`src/rtl/fls_pkg.sv`:
```
package fls_pkg;

    localparam int unsigned NUM_BINS = 7;
    localparam int unsigned LEN_W    = 16;
    localparam int unsigned DATA_W   = 32;

    // Bin order equals the word index of each counter.
    typedef enum logic [2:0] {
        BIN_64   = 3'd0,
        BIN_127  = 3'd1,
        BIN_255  = 3'd2,
        BIN_511  = 3'd3,
        BIN_1K   = 3'd4,
        BIN_MAX  = 3'd5,
        BIN_VLAN = 3'd6
    } bin_e;

    typedef struct packed {
        logic             valid;
        logic [LEN_W-1:0] len;
        logic             good;
        logic             vlan;
    } frame_ev_t;

    localparam logic [LEN_W-1:0] LEN_MIN      = LEN_W'(64);
    localparam logic [LEN_W-1:0] LEN_STD_MAX  = LEN_W'(1518);
    localparam logic [LEN_W-1:0] LEN_VLAN_MAX = LEN_W'(1522);

    // One-hot bin hit for a frame event; all zero when no bin matches.
    function automatic logic [NUM_BINS-1:0] bin_hit(frame_ev_t ev);
        logic [NUM_BINS-1:0] h;
        h = '0;
        if (ev.valid) begin
            if (ev.len == LEN_MIN)                                  h[BIN_64]   = 1'b1;
            else if (ev.len > LEN_MIN && ev.len < LEN_W'(128))      h[BIN_127]  = 1'b1;
            else if (ev.len >= LEN_W'(128) && ev.len < LEN_W'(256)) h[BIN_255]  = 1'b1;
            else if (ev.len >= LEN_W'(256) && ev.len < LEN_W'(512)) h[BIN_511]  = 1'b1;
            else if (ev.len >= LEN_W'(512) && ev.len < LEN_W'(1024)) h[BIN_1K]  = 1'b1;
            else if (ev.len >= LEN_W'(1024) && ev.len <= LEN_STD_MAX) h[BIN_MAX] = 1'b1;
            else if (ev.len > LEN_STD_MAX && ev.len <= LEN_VLAN_MAX && ev.good && ev.vlan)
                h[BIN_VLAN] = 1'b1;
        end
        return h;
    endfunction

endpackage

```
`src/rtl/fls_classifier.sv`:
```
module fls_classifier
    import fls_pkg::*;
(
    input  frame_ev_t            ev,
    input  logic                 enable,
    output logic [NUM_BINS-1:0]  hit
);
    always_comb begin
        hit = enable ? bin_hit(ev) : '0;
    end
endmodule

```
`src/rtl/fls_counter.sv`:
```
module fls_counter #(
    parameter int unsigned CNT_W = 18
) (
    input  logic             clk,
    input  logic             rst,
    input  logic             clr,
    input  logic             wr_en,
    input  logic [CNT_W-1:0] wr_val,
    input  logic             rd_clr,
    input  logic             inc,
    output logic [CNT_W-1:0] cnt
);
    localparam logic [CNT_W-1:0] CNT_MAX = '1;

    // Priority: reset/clear, write, clearing read (keeps a same-cycle event), increment.
    always_ff @(posedge clk) begin
        if (rst || clr) begin
            cnt <= '0;
        end else if (wr_en) begin
            cnt <= wr_val;
        end else if (rd_clr) begin
            cnt <= inc ? CNT_W'(1) : '0;
        end else if (inc && cnt != CNT_MAX) begin
            cnt <= cnt + CNT_W'(1);
        end
    end
endmodule

```
`src/rtl/frame_len_stats.sv`:
```
module frame_len_stats
    import fls_pkg::*;
#(
    parameter int unsigned CNT_W  = 18,
    parameter int unsigned ADDR_W = 8
) (
    input  logic              clk,
    input  logic              rst,
    input  logic              stat_en,
    input  logic              clr_all,
    input  logic              auto_zero,
    input  logic              ev_valid,
    input  logic [LEN_W-1:0]  ev_len,
    input  logic              ev_good,
    input  logic              ev_vlan,
    input  logic [ADDR_W-1:0] reg_addr,
    input  logic              reg_rd,
    input  logic              reg_wr,
    input  logic [DATA_W-1:0] reg_wdata,
    output logic [DATA_W-1:0] reg_rdata
);
    localparam int unsigned IDX_W = ADDR_W - 2;

    frame_ev_t                  ev;
    logic [NUM_BINS-1:0]        hit;
    logic [IDX_W-1:0]           word_idx;
    logic [NUM_BINS-1:0]        sel;
    logic [CNT_W-1:0]           cnt [NUM_BINS];
    logic [NUM_BINS*CNT_W-1:0]  cnt_flat;
    logic [CNT_W-1:0]           rd_val;

    assign ev       = '{valid: ev_valid, len: ev_len, good: ev_good, vlan: ev_vlan};
    assign word_idx = reg_addr[ADDR_W-1:2];

    fls_classifier u_cls (
        .ev     (ev),
        .enable (stat_en),
        .hit    (hit)
    );

    for (genvar k = 0; k < NUM_BINS; k++) begin : g_bin
        assign sel[k] = (word_idx == IDX_W'(k));
        assign cnt_flat[k*CNT_W +: CNT_W] = cnt[k];

        fls_counter #(.CNT_W(CNT_W)) u_cnt (
            .clk    (clk),
            .rst    (rst),
            .clr    (clr_all),
            .wr_en  (reg_wr && sel[k]),
            .wr_val (reg_wdata[CNT_W-1:0]),
            .rd_clr (reg_rd && auto_zero && sel[k]),
            .inc    (hit[k]),
            .cnt    (cnt[k])
        );
    end

    always_comb begin
        rd_val = '0;
        for (int k = 0; k < NUM_BINS; k++) begin
            if (sel[k]) rd_val = cnt[k];
        end
    end

    always_ff @(posedge clk) begin
        if (rst) begin
            reg_rdata <= '0;
        end else if (reg_rd) begin
            reg_rdata <= {{(DATA_W-CNT_W){1'b0}}, rd_val};
        end
    end
endmodule

```
`config.mk`:
```
export PLATFORM = sky130hd
export DESIGN_NAME = frame_len_stats
export DESIGN_NICKNAME = d
export VERILOG_FILES = /design/src/rtl/fls_pkg.sv /design/src/rtl/fls_classifier.sv /design/src/rtl/fls_counter.sv /design/src/rtl/frame_len_stats.sv
export SDC_FILE = /design/constraint.sdc
export NUM_CORES = 1
export LEC_CHECK = 0
export BUFFER_PORTS_ARGS = -buffer_cell sky130_fd_sc_hd__buf_2
export CAP_MARGIN = 25
export CORE_UTILIZATION = 35
export DETAILED_ROUTE_END_ITERATION = 12
export PLACE_DENSITY = 0.59
export SLEW_MARGIN = 20
export SYNTH_ARGS = -nofsm -noshare
export SYNTH_HDL_FRONTEND = slang
export SYNTH_SLANG_ARGS = --single-unit
```
`constraint.sdc`:
```
create_clock -name clk -period 2.65 [get_ports clk]
set_input_delay 0.3975 -clock clk [delete_from_list [all_inputs] [get_ports clk]]
set_output_delay 0.3975 -clock clk [all_outputs]
set_load 0.1 [all_outputs]
```
==> key figures <==
Outcome
  – Status: complete, no violations

Floorplanning
  – Die Ht: 172 microns
  – Die area: 29600 sq um
  – Initial Util: 0.360
  – Placement Rows: 61
  – IO Pins: 98
  – Core region area: 28200 sq um
  – Die width: 172 microns

Clock tree
  – Buffer levels on the longest clock path: 2
  – CTS buffer count: 17
  – PostCTS Resize Cnt: 0
  – Sink Count: 144
  – Clock transition at path regs: 0.06 ns
  – Root Buffer: clkbuf_16
  – CTS Hold Buffers Added: 0
  – CTS tree: built
  – Worst-Skew Late Latency: 0.45 ns
  – H-Tree Depth: 4
  – Number of setup buffers added after CTS: 0

Placement
  – Dpl hpwl: 29200 microns
  – Placed cells: 1800
  – GPL Wtd Cong: 0.983
  – Port bufs: 67
  – Placement-stage cell area: 11200 sq um
  – Place WS: 0.0175 ns

Yosys
  – Number of synthesized flops with an enable pin: 0
  – Syn Inst Count: 1365
  – Async SR Flop Fraction: 0
  – YS warnings: 0
  – Combinational family with the most area after synthesis: compound AO/OA/AOI/OAI gates
  – Main synth FF type: dfxtp_1
  – Sequential area share after synthesis: 0.284
  – Synth Area in Simple Gates: 0.270
  – Syn Area/Cell: 7.42 sq um
  – Mux contribution to synthesized area: 0.0207
  – Yosys reg bits: 144
  – Post-synthesis xor/xnor area fraction: 0.0415
  – Synth Area in Compound Gates: 0.309
  – Number of distinct library cells after synthesis: 83
  – Area of the mapped netlist: 10100 sq um
  – Post-Synth Adder-Cell Area: 0.00864

Setup path
  – Reg-to-reg endpoint: g_bin[4].u_cnt.cnt[15]$_SDFFE_PP0P_
  – CP endpoint kind: flop
  – Reg2Reg Depth: 7
  – Req. time, crit path: 2.99 ns
  – RR Startpoint: g_bin[4].u_cnt.cnt[6]$_SDFFE_PP0P_
  – Crit Path Max Fanout: 7
  – Crit path DAT: 2.86 ns
  – Setup CP Type: flop to flop
  – Startpoint Class: flop
  – Setup slack, reg-to-reg: 0.13 ns

Global route
  – Global-route wire length before repair: 62600 microns
  – Largest net degree at the start of global routing: 44
  – Grt total ovfl: 0
  – Initial antenna violation count: 1
  – Vias in the first global route: 10406
  – Total Routing Usage GR: 0.282

Timing
  – RSZ-0062 raised after global routing: false
  – Rel. slew slack: 0.379
  – Final hold viol count: 0
  – Final critical-path required period: 2.52 ns
  – Setup ws final: 0.127 ns
  – Worst Tran Pin Value: 0.916 ns
  – Period utilization: 0.952
  – Maximum operating frequency: 396 MHz
  – Worst Skew: 0.0110 ns
  – Pins Over Slew Limit: 0
  – Final setup TNS: 0 ns
  – Final setup violating endpoints: 0

Min path
  – Hold Path Origin: reg_wdata[2]
  – Hold path endpoint: g_bin[2].u_cnt.cnt[2]$_SDFFE_PP0P_
  – Worst hold path cell count: 3
  – Min-Delay Path Class: input port to flop

Cells and area
  – Most frequent cells in the layout: 150 x nand2_1, 144 x dfxtp_1, 141 x nor2_1
  – Layout cell share with drive strength beyond 1: 0.158
  – Most common cell after layout, fill and taps aside: nand2_1
  – Fin nets: 1514
  – Post-Layout Cell Count: 1833
  – Area delta synth->final: 17.3%
  – Design Area, Final: 11900 sq um

Route
  – Drt first-iter violations: 1360
  – Vias: 11309
  – Final ANT Viol Nets: 0
  – DR vias/cell: 6.17
  – First-pass iteration count of the detailed router: 6
  – Routed wire length: 41100 microns
  – Drc violations: 0
  – Wire length per cell: 22.4 microns

Run
  – Max Cap Viol: 0

Power
  – Worst VDD drop: 0.000461 V
  – Power share of the combinational group: 0.112
  – Part of the power in registers: 0.396
  – PD cells: 467 nW/um^2
  – Switching part of the total: 0.276
  – Switch Pwr: 1.53 mW
  – Clk network pwr share: 0.493
  – Total Power: 5.55 mW
  – Leakage: 4.14 nW
  – Internal power: 4.02 mW
==> cell type report <==
type / count / area (sq um)
Antenna cell: 1 / 2.50
Timing Repair Buffer: 153 / 1070
Tap cell: 378 / 473
Multi-Input combinational cell: 1085 / 6660
Fill cell: 2928 / 16300
Clock inverter: 11 / 185
Sequential cell: 144 / 2880
Inverter: 40 / 150
Clock buffer: 21 / 460
==> synth_stat cells, types with 3 or more instances <==
cell type | n | share of area
a2111oi_0 | 18 | 0.016
a211oi_1 | 32 | 0.024
a21o_1 | 11 | 0.0081
a21oi_1 | 90 | 0.044
a221o_1 | 16 | 0.016
a221oi_1 | 55 | 0.048
a22oi_1 | 13 | 0.0096
a31oi_1 | 22 | 0.014
a32o_1 | 3 | 0.0030
a32oi_1 | 7 | 0.0061
a41oi_1 | 4 | 0.0035
and2_1 | 18 | 0.011
and3_1 | 16 | 0.0099
and4_1 | 15 | 0.013
buf_1 | 4 | 0.0015
buf_2 | 26 | 0.013
buf_4 | 17 | 0.013
clkbuf_1 | 61 | 0.023
dfxtp_1 | 144 | 0.28
ha_1 | 7 | 0.0086
inv_1 | 40 | 0.015
mux2i_1 | 21 | 0.021
nand2_1 | 150 | 0.056
nand3_1 | 57 | 0.028
nand3b_1 | 3 | 0.0022
nand4_1 | 34 | 0.021
nor2_1 | 143 | 0.053
nor2b_1 | 4 | 0.0025
nor3_1 | 50 | 0.025
nor3_2 | 13 | 0.013
nor4_1 | 11 | 0.0068
o211a_1 | 3 | 0.0030
o211ai_1 | 8 | 0.0059
o21a_1 | 3 | 0.0022
o21ai_0 | 103 | 0.051
o221a_2 | 7 | 0.0078
o22ai_1 | 5 | 0.0031
o31ai_1 | 14 | 0.010
o32ai_1 | 3 | 0.0026
or2_2 | 4 | 0.0025
or4_1 | 3 | 0.0022
xnor2_1 | 42 | 0.036
xor2_1 | 6 | 0.0052
==> power groups by stage <==
stage	sequential, mW	combinational [mW]	clock, mW
global placement	2.24	0.598	0
detailed placement	2.24	0.604	0
global route	2.20	0.640	2.86
CTS	2.20	0.605	2.76
finish	2.20	0.619	2.74
floorplan	2.34	0.294	0
==> registers in the layout, summed over array words and instances (netlist names) <==
signal	cells
reg_rdata	18
g_bin.u_cnt.cnt	126
==> metrics by stage <==
step,util,hold slack [ns]
6_report,0.422,0.307
5_1_grt,0.422,0.329
4_1_cts,0.422,0.299
3_5_place_dp,0.399,0.479
3_3_place_gp,0.399,0.475
2_1_floorplan,-,0.463
==> per-layer routing <==
| layer | GRT usage | vias up | wire length (microns) |
|---|---|---|---|
| li1 | - | 5304 | - |
| met5 | 0 | - | 0 |
| met3 | 0.0510 | 88 | 3330 |
| met1 | 0.372 | 5404 | 17600 |
| met4 | 0.130 | 0 | 1750 |
| met2 | 0.443 | 513 | 18400 |
==> critical path, stage by stage, from the launching register on <==
cell	delay, ns
dfxtp_1	0.45
and4_1	0.34
nand2_1	0.16
o31ai_1	0.77
nand2_2	0.25
buf_4	0.22
o211ai_1	0.16
a21oi_1	0.05
==> worst max-delay path by stage <==
stage,start,to,slack [ns],cells after the start
after floorplan,ev_len[11],g_bin[2].u_cnt.cnt[9]$_SDFFE_PP0P_,0.39,6
after global placement,reg_addr[5],g_bin[5].u_cnt.cnt[15]$_SDFFE_PP0P_,0.04,7
after detailed placement,ev_len[11],g_bin[2].u_cnt.cnt[2]$_SDFFE_PP0P_,0.02,7
after CTS,g_bin[4].u_cnt.cnt[6]$_SDFFE_PP0P_,g_bin[4].u_cnt.cnt[4]$_SDFFE_PP0P_,0.08,6
after global routing,g_bin[1].u_cnt.cnt[1]$_SDFFE_PP0P_,g_bin[1].u_cnt.cnt[15]$_SDFFE_PP0P_,0.06,8
final,g_bin[4].u_cnt.cnt[6]$_SDFFE_PP0P_,g_bin[4].u_cnt.cnt[15]$_SDFFE_PP0P_,0.13,7
==> logic make-up after synthesis <==
kind of cell               after synthesis
other                                    1
adders and majority gates                7
DFF                                    144
buffers and inverters                  149
and+or+nand+nor                        546
xor gates and xnor gates                48
muxes                                   21
AOI/OAI and AO/OA                      449
Power figures use the tool's default switching activity.
